## src/rtl/pllc_pkg.sv

```systemverilog
package pllc_pkg;
    typedef enum logic [1:0] {LK_OFF, LK_HOLD, LK_ACQ, LK_LOCKED} lk_state_e;
    typedef enum logic {GO_IDLE, GO_RUN} go_state_e;

    localparam int DIV_W = 16;
    localparam logic [11:0] A_CTRL = 12'h100;
    localparam logic [11:0] A_MULT = 12'h110;
    localparam logic [11:0] A_PRE  = 12'h114;
    localparam logic [11:0] A_POST = 12'h128;
    localparam logic [11:0] A_CMD  = 12'h138;
    localparam logic [11:0] A_STAT = 12'h13C;

    localparam int B_EN   = 0;
    localparam int B_PD   = 1;
    localparam int B_RST  = 3;
    localparam int B_GATE = 4;
    localparam logic [15:0] CTRL_MASK  = 16'h013B;
    localparam logic [15:0] CTRL_RESET = 16'h0012;
    localparam logic [15:0] DIV_RESET  = 16'h8000;

    function automatic logic [11:0] out_addr(input int idx);
        case (idx)
            0:       return 12'h118;
            1:       return 12'h11C;
            2:       return 12'h160;
            default: return 12'h164;
        endcase
    endfunction

    function automatic logic [15:0] div_mask(input int ratio_w);
        return 16'h8000 | 16'((32'd1 << ratio_w) - 1);
    endfunction
endpackage

```

## src/rtl/pllc_regs.sv

```systemverilog
module pllc_regs
    import pllc_pkg::*;
#(
    parameter int RATIO_W    = 5,
    parameter int BYPASS_MIN = 4
) (
    input  logic        clk,
    input  logic        rst_n,
    input  logic        bus_wr,
    input  logic [11:0] bus_addr,
    input  logic [15:0] bus_wdata,
    output logic [15:0] ctrl_q,
    output logic [7:0]  mult_q,
    output logic [15:0] pre_q,
    output logic [15:0] post_q,
    output logic        mult_chg
);
    localparam int BC_W = $clog2(BYPASS_MIN + 1);
    localparam logic [15:0] DMASK = div_mask(RATIO_W);

    logic [BC_W-1:0] byp_cnt;
    logic [15:0]     ctrl_nx;

    // Settling counter: cycles spent with enable clear, saturating.
    always_ff @(posedge clk or negedge rst_n) begin
        if (!rst_n)
            byp_cnt <= '0;
        else if (ctrl_q[B_EN])
            byp_cnt <= '0;
        else if (byp_cnt < BC_W'(BYPASS_MIN))
            byp_cnt <= byp_cnt + 1'b1;
    end

    always_comb begin
        ctrl_nx = bus_wdata & CTRL_MASK;
        if (ctrl_nx[B_RST] && !ctrl_q[B_RST] && (byp_cnt < BC_W'(BYPASS_MIN)))
            ctrl_nx[B_RST] = 1'b0;
    end

    always_ff @(posedge clk or negedge rst_n) begin
        if (!rst_n) begin
            ctrl_q   <= CTRL_RESET;
            mult_q   <= '0;
            pre_q    <= DIV_RESET;
            post_q   <= DIV_RESET;
            mult_chg <= 1'b0;
        end else begin
            mult_chg <= bus_wr && (bus_addr == A_MULT) && (bus_wdata[7:0] != mult_q);
            if (bus_wr) begin
                unique case (bus_addr)
                    A_CTRL:  ctrl_q <= ctrl_nx;
                    A_MULT:  mult_q <= bus_wdata[7:0];
                    A_PRE:   pre_q  <= bus_wdata & DMASK;
                    A_POST:  post_q <= bus_wdata & DMASK;
                    default: ;
                endcase
            end
        end
    end
endmodule

```

## src/rtl/pllc_lock.sv

```systemverilog
module pllc_lock
    import pllc_pkg::*;
#(
    parameter int LOCK_CYCLES = 8000
) (
    input  logic clk,
    input  logic rst_n,
    input  logic pd,
    input  logic hold,
    input  logic mult_chg,
    output logic lock
);
    localparam int CNT_W = $clog2(LOCK_CYCLES + 1);

    lk_state_e        state, state_n;
    logic [CNT_W-1:0] cnt;
    logic             restart;

    always_ff @(posedge clk or negedge rst_n) begin
        if (!rst_n) state <= LK_OFF;
        else        state <= state_n;
    end

    always_comb begin
        state_n = state;
        if (pd)
            state_n = LK_OFF;
        else if (hold)
            state_n = LK_HOLD;
        else begin
            unique case (state)
                LK_OFF, LK_HOLD: state_n = LK_ACQ;
                LK_ACQ:          if (!mult_chg && cnt == CNT_W'(LOCK_CYCLES - 1)) state_n = LK_LOCKED;
                LK_LOCKED:       if (mult_chg) state_n = LK_ACQ;
            endcase
        end
    end

    assign restart = (state_n == LK_ACQ) && ((state != LK_ACQ) || mult_chg);

    always_ff @(posedge clk or negedge rst_n) begin
        if (!rst_n)                cnt <= '0;
        else if (restart)          cnt <= '0;
        else if (state == LK_ACQ)  cnt <= cnt + 1'b1;
    end

    always_comb lock = (state == LK_LOCKED);
endmodule

```

## src/rtl/pllc_go.sv

```systemverilog
module pllc_go
    import pllc_pkg::*;
#(
    parameter int NUM_OUT   = 4,
    parameter int RATIO_W   = 5,
    parameter int GO_CYCLES = 16
) (
    input  logic                     clk,
    input  logic                     rst_n,
    input  logic                     bus_wr,
    input  logic [11:0]              bus_addr,
    input  logic [15:0]              bus_wdata,
    output logic                     busy,
    output logic [NUM_OUT*DIV_W-1:0] staged_flat,
    output logic [NUM_OUT*DIV_W-1:0] active_flat
);
    localparam int GC_W = $clog2(GO_CYCLES);
    localparam logic [15:0] DMASK = div_mask(RATIO_W);

    go_state_e       state, state_n;
    logic [GC_W-1:0] cnt;
    logic            go_req, launch, finish;

    assign go_req = bus_wr && (bus_addr == A_CMD) && bus_wdata[0];
    assign launch = (state == GO_IDLE) && go_req;
    assign finish = (state == GO_RUN) && (cnt == '0);

    always_ff @(posedge clk or negedge rst_n) begin
        if (!rst_n) state <= GO_IDLE;
        else        state <= state_n;
    end

    always_comb begin
        state_n = state;
        unique case (state)
            GO_IDLE: if (go_req) state_n = GO_RUN;
            GO_RUN:  if (cnt == '0) state_n = GO_IDLE;
        endcase
    end

    always_ff @(posedge clk or negedge rst_n) begin
        if (!rst_n)      cnt <= '0;
        else if (launch) cnt <= GC_W'(GO_CYCLES - 1);
        else if (state == GO_RUN) cnt <= cnt - 1'b1;
    end

    always_comb busy = (state == GO_RUN);

    for (genvar i = 0; i < NUM_OUT; i++) begin : g_out
        logic [15:0] stg_q, pend_q, act_q;
        always_ff @(posedge clk or negedge rst_n) begin
            if (!rst_n) begin
                stg_q  <= DIV_RESET;
                pend_q <= DIV_RESET;
                act_q  <= DIV_RESET;
            end else begin
                if (bus_wr && bus_addr == out_addr(i)) stg_q <= bus_wdata & DMASK;
                if (launch) pend_q <= stg_q;
                if (finish) act_q  <= pend_q;
            end
        end
        assign staged_flat[i*DIV_W +: DIV_W] = stg_q;
        assign active_flat[i*DIV_W +: DIV_W] = act_q;
    end
endmodule

```

## src/rtl/pllc_top.sv

```systemverilog
module pllc_top
    import pllc_pkg::*;
#(
    parameter int NUM_OUT     = 4,
    parameter int RATIO_W     = 5,
    parameter int GO_CYCLES   = 16,
    parameter int LOCK_CYCLES = 8000,
    parameter int BYPASS_MIN  = 4
) (
    input  logic                     clk,
    input  logic                     rst_n,
    input  logic                     bus_wr,
    input  logic [11:0]              bus_addr,
    input  logic [15:0]              bus_wdata,
    output logic [15:0]              bus_rdata,
    output logic                     pll_lock,
    output logic                     pll_selected,
    output logic                     go_busy,
    output logic [NUM_OUT*DIV_W-1:0] div_active
);
    logic [15:0]              ctrl_q, pre_q, post_q;
    logic [7:0]               mult_q;
    logic                     mult_chg;
    logic [NUM_OUT*DIV_W-1:0] staged_flat;

    pllc_regs #(.RATIO_W(RATIO_W), .BYPASS_MIN(BYPASS_MIN)) regs_i (
        .clk(clk), .rst_n(rst_n), .bus_wr(bus_wr), .bus_addr(bus_addr),
        .bus_wdata(bus_wdata), .ctrl_q(ctrl_q), .mult_q(mult_q),
        .pre_q(pre_q), .post_q(post_q), .mult_chg(mult_chg)
    );

    pllc_lock #(.LOCK_CYCLES(LOCK_CYCLES)) lock_i (
        .clk(clk), .rst_n(rst_n), .pd(ctrl_q[B_PD]),
        .hold(ctrl_q[B_RST] | ctrl_q[B_GATE]), .mult_chg(mult_chg),
        .lock(pll_lock)
    );

    pllc_go #(.NUM_OUT(NUM_OUT), .RATIO_W(RATIO_W), .GO_CYCLES(GO_CYCLES)) go_i (
        .clk(clk), .rst_n(rst_n), .bus_wr(bus_wr), .bus_addr(bus_addr),
        .bus_wdata(bus_wdata), .busy(go_busy), .staged_flat(staged_flat),
        .active_flat(div_active)
    );

    assign pll_selected = ctrl_q[B_EN] & pll_lock;

    always_comb begin
        bus_rdata = '0;
        unique case (bus_addr)
            A_CTRL:  bus_rdata = ctrl_q;
            A_MULT:  bus_rdata = {8'h00, mult_q};
            A_PRE:   bus_rdata = pre_q;
            A_POST:  bus_rdata = post_q;
            A_STAT:  bus_rdata = {15'h0000, go_busy};
            default: ;
        endcase
        for (int i = 0; i < NUM_OUT; i++)
            if (bus_addr == out_addr(i)) bus_rdata = staged_flat[i*DIV_W +: DIV_W];
    end
endmodule

```

## config.mk

```make
export PLATFORM = sky130hd
export DESIGN_NAME = pllc_top
export DESIGN_NICKNAME = d
export VERILOG_FILES = /design/src/rtl/pllc_pkg.sv /design/src/rtl/pllc_regs.sv /design/src/rtl/pllc_lock.sv /design/src/rtl/pllc_go.sv /design/src/rtl/pllc_top.sv
export SDC_FILE = /design/constraint.sdc
export NUM_CORES = 1
export LEC_CHECK = 0
export BUFFER_PORTS_ARGS = -buffer_cell sky130_fd_sc_hd__buf_2
export CAP_MARGIN = 15
export CORE_AREA = 4 4 76 148
export CTS_CLUSTER_SIZE = 20
export DETAILED_ROUTE_END_ITERATION = 6
export DIE_AREA = 0 0 80 152
export PLACE_DENSITY = 0.94
export SETUP_SLACK_MARGIN = 0.05
export SKIP_LAST_GASP = 1
export SLEW_MARGIN = 20
export SYNTH_ARGS = -nofsm -noshare
export SYNTH_HDL_FRONTEND = slang
export SYNTH_SLANG_ARGS = --single-unit
```

## constraint.sdc

```tcl
create_clock -name clk -period 5 [get_ports clk]
set_clock_uncertainty 0.05 [all_clocks]
set_input_delay 0.75 -clock clk [delete_from_list [all_inputs] [get_ports clk]]
set_output_delay 0.75 -clock clk [all_outputs]
set_load 0.05 [all_outputs]
```

==> results by group, run 1 <==
Global route
  • Initial antenna violation count: 0
  • GRT overflow: 0
  • Total track usage: a little under a quarter
  • First-pass GRT wire length: between 20000 and 25000 um
  • Maximum number of pins on one net before global-route repair: 90
  • Vias in the first global route: between 4000 and 5000

Drt
  • Vias: ~4000
  • Routed wire length: 13500 um
  • Routed vias/inst: ~5.7
  • Starting DRT DRC Count: 232
  • DRT Pass-1 Iters: 4
  • Antenna-violating nets left: 0
  • Wire per inst: around 19 um
  • DRC viols: 0

Die
  • Initial Util: around 58%
  • Num rows: 52
  • Die Ht: roughly 150 um
  • Die width: roughly 80 um
  • DIE AREA: 0.0122 mm2
  • Core area: a little over 0.01 mm2
  • Ports: about 110

STA
  • Worst Slack Setup Final: 726 ps
  • Fmax: roughly 230 MHz
  • Endpoints failing setup: 0
  • Hold Slack: around 310 ps
  • Slew margin rel.: 47.1%
  • Post-route clock period utilization: between 80% and 90%
  • Period minus WS final: around 4300 ps
  • Worst slew pin tran: 793 ps
  • Max Slew Vio Count: 0
  • Final TNS setup: 0 ps
  • RSZ-0062 raised after global routing: no
  • Final hold violation count: 0

Power
  • Power per cell area: ~380 mW/mm2
  • Sw frac: a little over a quarter
  • Flop pwr share: ~42%
  • Clock Power Share: between 40% and 50%
  • Total power: between 2 and 3 mW
  • Cell-internal power: roughly 1.9 mW
  • Gate power share: a little over a tenth
  • Net Sw Power: 0.685 mW
  • IR drop worst, VDD: 0.291 mV
  • P_leak: 3.36 nW

Synthesis
  • Post-synth top area share: between 40% and 50%
  • Post-Syn Instances: 488
  • Synth Register Bits: approximately 120
  • Yosys warning count: 0
  • Synth Area in XOR/XNOR: roughly 3.1%
  • Dominant cells by area after synthesis: dfrtp_1 45%, mux2_2 17%, dfstp_2 7.1%, buf_4 5.8%, xor2_1 2.1%
  • Syn Std Cell Area: slightly below 0.006 mm2
  • Top_reg_cell synth: dfrtp_1
  • EDFF count, synth: 0
  • Synth Area in Compound Gates: around 5.0%
  • Post-synth cell types: 52
  • Synthesized area per cell: between 10 and 15 um2
  • Synth Area in Simple Gates: 10.7%
  • Post-Synth Adder-Cell Area: less than 1%
  • Post-synthesis sequential area ratio: 52.0%
  • Yosys top cell by area: dfrtp_1
  • Ys async rst share: 100%
  • Post-synth top cells: 106 x dfrtp_1, 91 x mux2_2, 46 x buf_4
  • Mux cell area share after synthesis: between 20% and 30%
  • Largest family of logic cells by synthesized area: multiplexers
  • Cell with the most instances after synthesis: dfrtp_1

CTS
  • CTS Sinks: approximately 120
  • Post-CTS Hold Fix Bufs: 0
  • Worst skew pair latency: ~420 ps
  • CTS buffer count: 17
  • Clock root buffer: clkbuf_16
  • Htree depth: 4
  • CTS clock-pin slew for the worst setup and hold paths: ~50 ps
  • CTS tree: done
  • CTS resizes: 0
  • Post CTS Setup Buffer Count: 0
  • Longest Clk Path Bufs: 2

Hold path
  • Hold Path Class: in2async

Final layout
  • Multi-input logic area: between 0.002 and 0.003 mm2
  • Nets@finish: 583
  • Synth-to-layout area growth: 13.8%
  • Fillers: a little over 700
  • Post-route cell area: between 0.006 and 0.007 mm2
  • Layout cells sized above 1: ~39%
  • Register area: a little over 0.003 mm2
  • N_diodes: 0

Place
  • Final HPWL DP: 9190 um
  • Dpl ws: 889 ps
  • DP Area: 0.00614 mm2
  • IO buf count: ~60
  • GPL Wtd Cong: between 0.9 and 1

Setup path
  • Crit Path Category: in2out
  • WP data arrival: between 3000 and 4000 ps
  • CP Max Fanout: 6
  • CP required: 4200 ps
  • Critical Path Start: bus_addr[6]
  • CP Capture Type: output pin
  • Reg2reg start: go_i.busy$_DFF_PN0_
  • Startpoint Class: input pin
  • Reg2reg path depth: 3

Flow run
  • Maximum Capacitance Violations: 0

Outcome
  • Outcome: finished, final reports clean
==> flip-flops by register name, indices dropped and copies added (netlist names), 3 cells and up <==
name,cells
regs_i.mult_q,8
go_i.g_out.stg_q,24
go_i.g_out.act_q,24
regs_i.post_q,6
go_i.g_out.pend_q,24
go_i.cnt,4
lock_i.cnt,13
regs_i.pre_q,6
regs_i.byp_cnt,3
regs_i.ctrl_q,6
==> critical path, cell delays in order <==
cell and delay, ps:
buf_2 140, or4b_1 630, nor3_1 450, nor3b_2 500, a2111oi_0 240, o31ai_1 410, buf_2 350
==> layer usage <==
metal | part of all wire, % | global-route usage [%] | vias up
met5 | 0 | 0 | -
met4 | 4.8 | 15.6 | 0
met3 | 6.0 | 6.28 | 47
met2 | 55 | 40.3 | 177
met1 | 35 | 24.8 | 2017
li1 | - | - | 1753
==> path summary, 6_finish.rpt <==
kind / endpoint / slack, ps
setup / recovery: bus_rdata[4] / 730
hold / removal: go_i.g_out[3].act_q[3]$_DFFE_PN0P_ / 310
setup reg to reg: go_i.g_out[1].pend_q[0]$_DFFE_PN0P_ / 2880
hold reg to reg: go_i.g_out[1].act_q[3]$_DFFE_PN0P_ / 450
max in group asynchronous: regs_i.ctrl_q[1]$_DFFE_PN1P_ / 3550
min in group clk: go_i.g_out[1].act_q[3]$_DFFE_PN0P_ / 450
==> cells in the final DEF, fill, tap and decap left out, drive strengths merged, types with 6 or more instances in the layout <==
master	n
dfrtp	106
mux2	97
buf	64
conb	46
nor2	27
nand2	26
clkbuf	21
dfstp	16
xor2	14
a21oi	13
nor3	12
mux2i	9
o21ai	7
o22ai	7
xnor2	7
nand3	7
nor4	7
and2	6
nor2b	6
==> area by class of cell <==
cell class,instances,share of cell area (%)
Sequential cell,122,45.7
Multi-Input combinational cell,338,37.8
Clock buffer,21,6.85
Tap cell,135,2.51
Timing Repair Buffer,64,4.97
Clock inverter,11,1.81
Inverter,6,0.335
==> cells by family (layout without fill, tap and decap cells) <==
logic type / count (synthesis) / count (layout)
AOI/OAI and AO/OA: 46 / 46
muxes: 106 / 106
buffers and inverters: 73 / 102
adders and majority gates: 3 / 3
xor gates and xnor gates: 21 / 21
DFF: 122 / 122
other: 1 / 46
and+or+nand+nor: 116 / 116
==> power groups by stage <==
stage	clock (mW)	sequential [mW]	combinational [mW]
after global routing	1.25	1.08	0.299
final	1.19	1.08	0.274
after CTS	1.20	1.07	0.272
after global placement	0	1.08	0.245
after floorplan	0	1.08	0.225
after detailed placement	0	1.09	0.266
==> per-stage QoR <==
stage,utilization [%],instances
3_5_place_dp,60.5,665
4_1_cts,66.2,697
2_1_floorplan,-,533
6_report,66.2,697
3_3_place_gp,60.5,665
5_1_grt,66.2,697
(Power assumes the default switching activity.)
==> run 2, diff against run 1 <==
- CORE_AREA: 4 4 76 148 -> 4 4 82 160
- DIE_AREA: 0 0 80 152 -> 0 0 86 164
- PLACE_DENSITY: 0.94 -> 0.95
- SYNTH_HIERARCHICAL: default -> 1
==> run 2 against run 1 <==
Effect of this change:
- area after synthesis increased by 22%
- sequential share of layout area decreased by 6.7 points
- final cell count up 21%
- clock power rose by 14%
- wire length up 22%
- critical path type unchanged
- non-clock buffer count is 8 higher
- synthesized cell count rose by 27%
- via count up 25%
- largest power group unchanged
==> results by group, run 2 <==
Global route
  • Vias in the first global route: ~5000
  • Total track usage: around 24%
  • Maximum number of pins on one net before global-route repair: between 80 and 90
  • Initial antenna violation count: 1
  • First-pass GRT wire length: roughly 27000 um
  • GRT overflow: 0

CTS
  • Longest Clk Path Bufs: 3
  • Post-CTS Hold Fix Bufs: 0
  • Htree depth: 4
  • CTS tree: done
  • CTS resizes: 0
  • Clock root buffer: clkbuf_16
  • CTS Sinks: 122
  • CTS buffer count: 25
  • Post CTS Setup Buffer Count: 0
  • Worst skew pair latency: 460 ps
  • CTS clock-pin slew for the worst setup and hold paths: approximately 40 ps

Setup path
  • Crit path cell chain: buf_2 -> or4_4 -> nor3_4 -> a22oi_1 -> o221ai_1 -> o211a_1 -> buf_2
  • CP most frequent cell: buf_2
  • CP Max Fanout: 28
  • Crit-path max cell delay: roughly 620 ps
  • CP required: around 4200 ps
  • CP max-delay cell: or4_4
  • Cell family with most CP delay: simple AND/OR/NAND/NOR gates
  • Crit Path Category: in2out
  • Startpoint Class: input pin
  • CP Capture Type: output pin
  • WP data arrival: 3140 ps
  • Crit path buffers/inverters: 2

STA
  • Final TNS setup: 0 ps
  • Fmax: 254 MHz
  • Slew margin rel.: between 40% and 50%
  • Period minus WS final: between 3000 and 4000 ps
  • Endpoints failing setup: 0
  • Post-route clock period utilization: 78.8%
  • Max Slew Vio Count: 0
  • Final hold violation count: 0
  • RSZ-0062 raised after global routing: no
  • Worst slew pin tran: 762 ps

Die
  • Initial Util: 60.6%
  • Num rows: 56
  • DIE AREA: roughly 0.014 mm2
  • Die width: ~86 um
  • Die Ht: 164 um
  • Core area: ~0.012 mm2
  • Ports: roughly 110

Drt
  • Vias: ~5000
  • Starting DRT DRC Count: 376
  • Routed vias/inst: ~5.9
  • Antenna-violating nets left: 0
  • Wire per inst: between 15 and 20 um
  • DRC viols: 0
  • DRT Pass-1 Iters: 5
  • Routed wire length: roughly 16000 um

Synthesis
  • Yosys warning count: 6
  • Post-Syn Instances: a little over 600
  • Synthesized area per cell: around 12 um2
  • Yosys top cell by area: dfrtp_1
  • Post-synth top cells: 110 x buf_4, 106 x dfrtp_1, 76 x mux2_2
  • Syn Std Cell Area: approximately 0.0072 mm2
  • Post-synth top area share: 37.0%
  • Ys async rst share: 100%
  • Top_reg_cell synth: dfrtp_1
  • EDFF count, synth: 0
  • Post-synth cell types: 68
  • Cell with the most instances after synthesis: buf_4
  • Dominant cells by area after synthesis: dfrtp_1 37%, mux2_2 12%, buf_4 12%, dfstp_2 5.9%, mux2_4 5.6%
  • Post-synthesis sequential area ratio: between 40% and 50%
  • Synth Register Bits: 122

Final layout
  • Synth-to-layout area growth: 9.64%
  • Nets@finish: about 730
  • Biggest regs: go_i/g_out.act_q: 24 flops, go_i/g_out.pend_q: 24 flops, go_i/g_out.stg_q: 24 flops
  • Commonest non-fill, non-tap cell in the layout: conb_1
  • Most frequent cells in the layout: 110 x conb_1, 106 x dfrtp_1, 76 x mux2_2
  • Layout cells sized above 1: 35.1%

Place
  • IO buf count: 67
  • GPL Wtd Cong: 0.927
  • Final HPWL DP: 11100 um

Power
  • Total power: approximately 2.7 mW
  • IR drop worst, VDD: approximately 0.25 mV
  • Power per cell area: roughly 350 mW/mm2
  • P_leak: a little over 4 nW

Hold path
  • Hold Path Class: in2async

Flow run
  • Maximum Capacitance Violations: 0

Outcome
  • Outcome: finished, final reports clean
==> run 2: cell families (layout without fill, tap and decap cells) <==
family,after synthesis,after routing,synth area share (%)
buf+inv,142,114,14.0
mux,128,128,21.1
flops,122,122,42.8
compound gates,107,107,10.6
simple gates,103,103,9.46
xor+xnor,12,12,1.46
fa+ha+maj,3,3,0.523
other cells,2,111,0.105
==> run 2: area by class of cell <==
class / instances / area (um2)
fillers: 851 / 3970
multi-input cells: 463 / 3520
flip-flops and latches: 122 / 3070
clock buffers: 30 / 664
repair buffers: 72 / 379
well taps: 145 / 181
inverters: 10 / 37.5
clock inverters: 2 / 10.0
diodes: 1 / 2.50
==> run 2: final timing paths <==
path	from	endpoint	slack (ps)	depth (start not counted)
max reg2reg	regs_i/ctrl_q[3]$_DFFE_PN0P_	lock_i/cnt[1]$_DFFE_PN0P_	3140	4
min reg2reg	go_i/g_out[3].act_q[0]$_DFFE_PN0P_	go_i/g_out[3].act_q[0]$_DFFE_PN0P_	450	1
min	rst_n	go_i/cnt[0]$_DFFE_PN0P_	290	1
max in group asynchronous	rst_n	regs_i/ctrl_q[1]$_DFFE_PN1P_	3600	2
max	bus_addr[2]	bus_rdata[3]	1060	7
min in group clk	go_i/g_out[3].act_q[0]$_DFFE_PN0P_	go_i/g_out[3].act_q[0]$_DFFE_PN0P_	450	1
==> run 2: metrics by stage <==
step	cell area (um2)	utilization (%)	hold slack, ps	setup WS (ps)	cells
after floorplan	7580	-	404	1430	727
after global placement	7190	60.7	433	1150	812
after detailed placement	7190	60.7	441	1120	812
after CTS	7860	66.4	454	1120	844
after global routing	7870	66.5	355	944	845
final	7870	66.5	289	1060	845
==> run 2: per-layer routing <==
metal	vias to the layer above	GRT usage [%]	share of wire, %
met4	0	15.7	5.9
li1	2192	-	-
met5	-	0	0
met3	76	5.12	6.2
met1	2451	26.7	36
met2	269	41.5	52
==> run 2: power breakdown <==
group	internal (mW)	switching, mW	total, mW
clock	0.916	0.448	1.36
sequential	1.03	0.0404	1.07
combinational	0.0835	0.224	0.308
total	2.03	0.713	2.74
==> run 3, diff against run 2 <==
- CORE_AREA: 4 4 82 160 -> 4 4 85 166
- DIE_AREA: 0 0 86 164 -> 0 0 89 170
- PLACE_DENSITY: 0.95 -> 0.9
- clock period: 5 -> 3.8 ns (I/O delays scaled with it)
==> run 3 against run 2 <==
Effect of this change:
- global-route usage down 0.35 points
- combinational power up 37%
- register-to-register slack worse by 1200 ps
- non-clock buffer count up 4
- critical path depth unchanged
- wire length up 5.0%
- worst setup slack worse by 420 ps
- critical path type unchanged
- highest routed layer unchanged
==> results by group, run 3 (synthesized netlist as in run 2, its figures left out) <==
STA
  • Final TNS setup: 0 ps
  • Max Slew Vio Count: 0
  • Final hold violation count: 0
  • Endpoints failing setup: 0
  • Post-route clock period utilization: 83.2%
  • Worst slew pin tran: 773 ps
  • Fmax: around 320 MHz
  • Worst Slack Setup Final: approximately 640 ps
  • Period minus WS final: 3160 ps
  • Slew margin rel.: just under 50%
  • RSZ-0062 raised after global routing: no

Die
  • Ports: ~110
  • Core area: ~0.013 mm2
  • Die width: 89 um
  • Die Ht: 170 um
  • Num rows: 59
  • Initial Util: 55.6%
  • DIE AREA: roughly 0.015 mm2

CTS
  • Htree depth: 4
  • Post CTS Setup Buffer Count: 0
  • Worst skew pair latency: about 420 ps
  • CTS Sinks: 122
  • Longest Clk Path Bufs: 2
  • CTS buffer count: 17
  • CTS tree: done
  • Post-CTS Hold Fix Bufs: 0
  • CTS resizes: 0
  • CTS clock-pin slew for the worst setup and hold paths: around 60 ps
  • Clock root buffer: clkbuf_16

Final layout
  • Nets@finish: 724
  • Most frequent cells in the layout: 110 x conb_1, 106 x dfrtp_1, 76 x mux2_2
  • Finished Layout Cells: 856
  • Biggest regs: go_i/g_out.act_q: 24 flops, go_i/g_out.pend_q: 24 flops, go_i/g_out.stg_q: 24 flops
  • Synth-to-layout area growth: 10.2%
  • Layout cells sized above 1: roughly 36%
  • Commonest non-fill, non-tap cell in the layout: conb_1

Setup path
  • CP most frequent cell: buf_2
  • Reg2reg path depth: 5
  • Crit-path max cell delay: 580 ps
  • WP data arrival: between 2000 and 3000 ps
  • CP Capture Type: output pin
  • CP max-delay cell: or4_4
  • CP Max Fanout: 9
  • Crit path cell chain: buf_2 -> or4_4 -> nor3_4 -> a22oi_1 -> o221ai_1 -> o211a_1 -> buf_2
  • FF-to-FF setup slack: just under 2000 ps
  • Crit Path Category: in2out
  • Startpoint Class: input pin
  • CP required: 3180 ps

Power
  • Total power: around 3.7 mW
  • IR drop worst, VDD: 0.417 mV
  • Power per cell area: roughly 460 mW/mm2
  • P_leak: slightly above 4 nW

Drt
  • DRC viols: 0
  • Routed wire length: between 15000 and 20000 um
  • Routed vias/inst: just under 6
  • Antenna-violating nets left: 0
  • DRT Pass-1 Iters: 7
  • Vias: 5034
  • Starting DRT DRC Count: 355
  • Wire per inst: just over 20 um

Place
  • Final HPWL DP: roughly 11000 um
  • IO buf count: 67
  • GPL Wtd Cong: 0.939
  • Post-Place Cells: 823
  • Dpl ws: 694 ps

Global route
  • First-pass GRT wire length: about 27000 um
  • Total track usage: between 20% and 30%
  • Maximum number of pins on one net before global-route repair: 64
  • Initial antenna violation count: 1
  • GRT overflow: 0
  • Vias in the first global route: between 5000 and 6000

Flow run
  • Maximum Capacitance Violations: 0

Hold path
  • Hold Path Class: in2async

Outcome
  • Outcome: finished, final reports clean
[run 3: cell types whose count changed in the layout (fill, tap and decap cells not counted)]
cell,change
clkbuf_16,-8
bufinv_16,+5
buf_4,+4
clkinv_4,+4
clkbuf_1,-3
clkinvlp_4,+3
clkinv_2,-2
buf_12,+1
buf_6,-1
inv_6,+1
[run 3: critical path, delay by kind of cell]
family / cells / cell delay (ps)
AO/OA/AOI/OAI: 3 / 570
buffers and inverters: 2 / 400
AND/OR/NAND/NOR: 2 / 1010
[run 3: stage by stage]
step           hold slack [ps]  area (um2)  utilization (%)
2_1_floorplan              224        7580                -
3_3_place_gp               431        7240             56.0
6_report                   170        7910             61.2
5_1_grt                    225        7910             61.2
3_5_place_dp               440        7240             56.0
4_1_cts                    191        7910             61.2
[run 3: per-layer routing]
layer / global-route usage [%] / vias to the layer above / part of all wire, %
li1: - / 2186 / -
met2: 39.6 / 286 / 51
met5: 0 / - / 0
met1: 24.8 / 2451 / 34
met3: 5.23 / 111 / 6.4
met4: 19.9 / 0 / 8.5
[run 3: cell type report]
cell class / instances / area, um2
Tap cell: 152 / 190
Antenna cell: 1 / 2.50
Timing Repair Buffer: 76 / 418
Multi-Input combinational cell: 463 / 3520
Clock inverter: 13 / 216
Sequential cell: 122 / 3070
Inverter: 10 / 37.5
Clock buffer: 19 / 453
Fill cell: 950 / 5010
[run 3: worst paths after layout]
path                                                    start                                  end
max in group asynchronous                               rst_n  go_i/g_out[1].act_q[15]$_DFFE_PN1P_
hold reg to reg            go_i/g_out[0].act_q[1]$_DFFE_PN0P_   go_i/g_out[0].act_q[1]$_DFFE_PN0P_
hold / removal                                          rst_n   go_i/g_out[3].stg_q[2]$_DFFE_PN0P_
min in group clk                                 bus_wdata[8]         regs_i/ctrl_q[8]$_DFFE_PN0P_
setup / recovery                                  bus_addr[1]                         bus_rdata[1]
setup reg to reg                      go_i/cnt[0]$_DFFE_PN0P_   go_i/g_out[0].act_q[4]$_DFFE_PN0P_
[run 3: report_power, final]
part | switching (mW) | total [mW] | internal (mW)
Sequential | 0.0544 | 1.41 | 1.35
Combinational | 0.306 | 0.421 | 0.115
Clock | 0.623 | 1.83 | 1.20
Total | 0.983 | 3.66 | 2.67
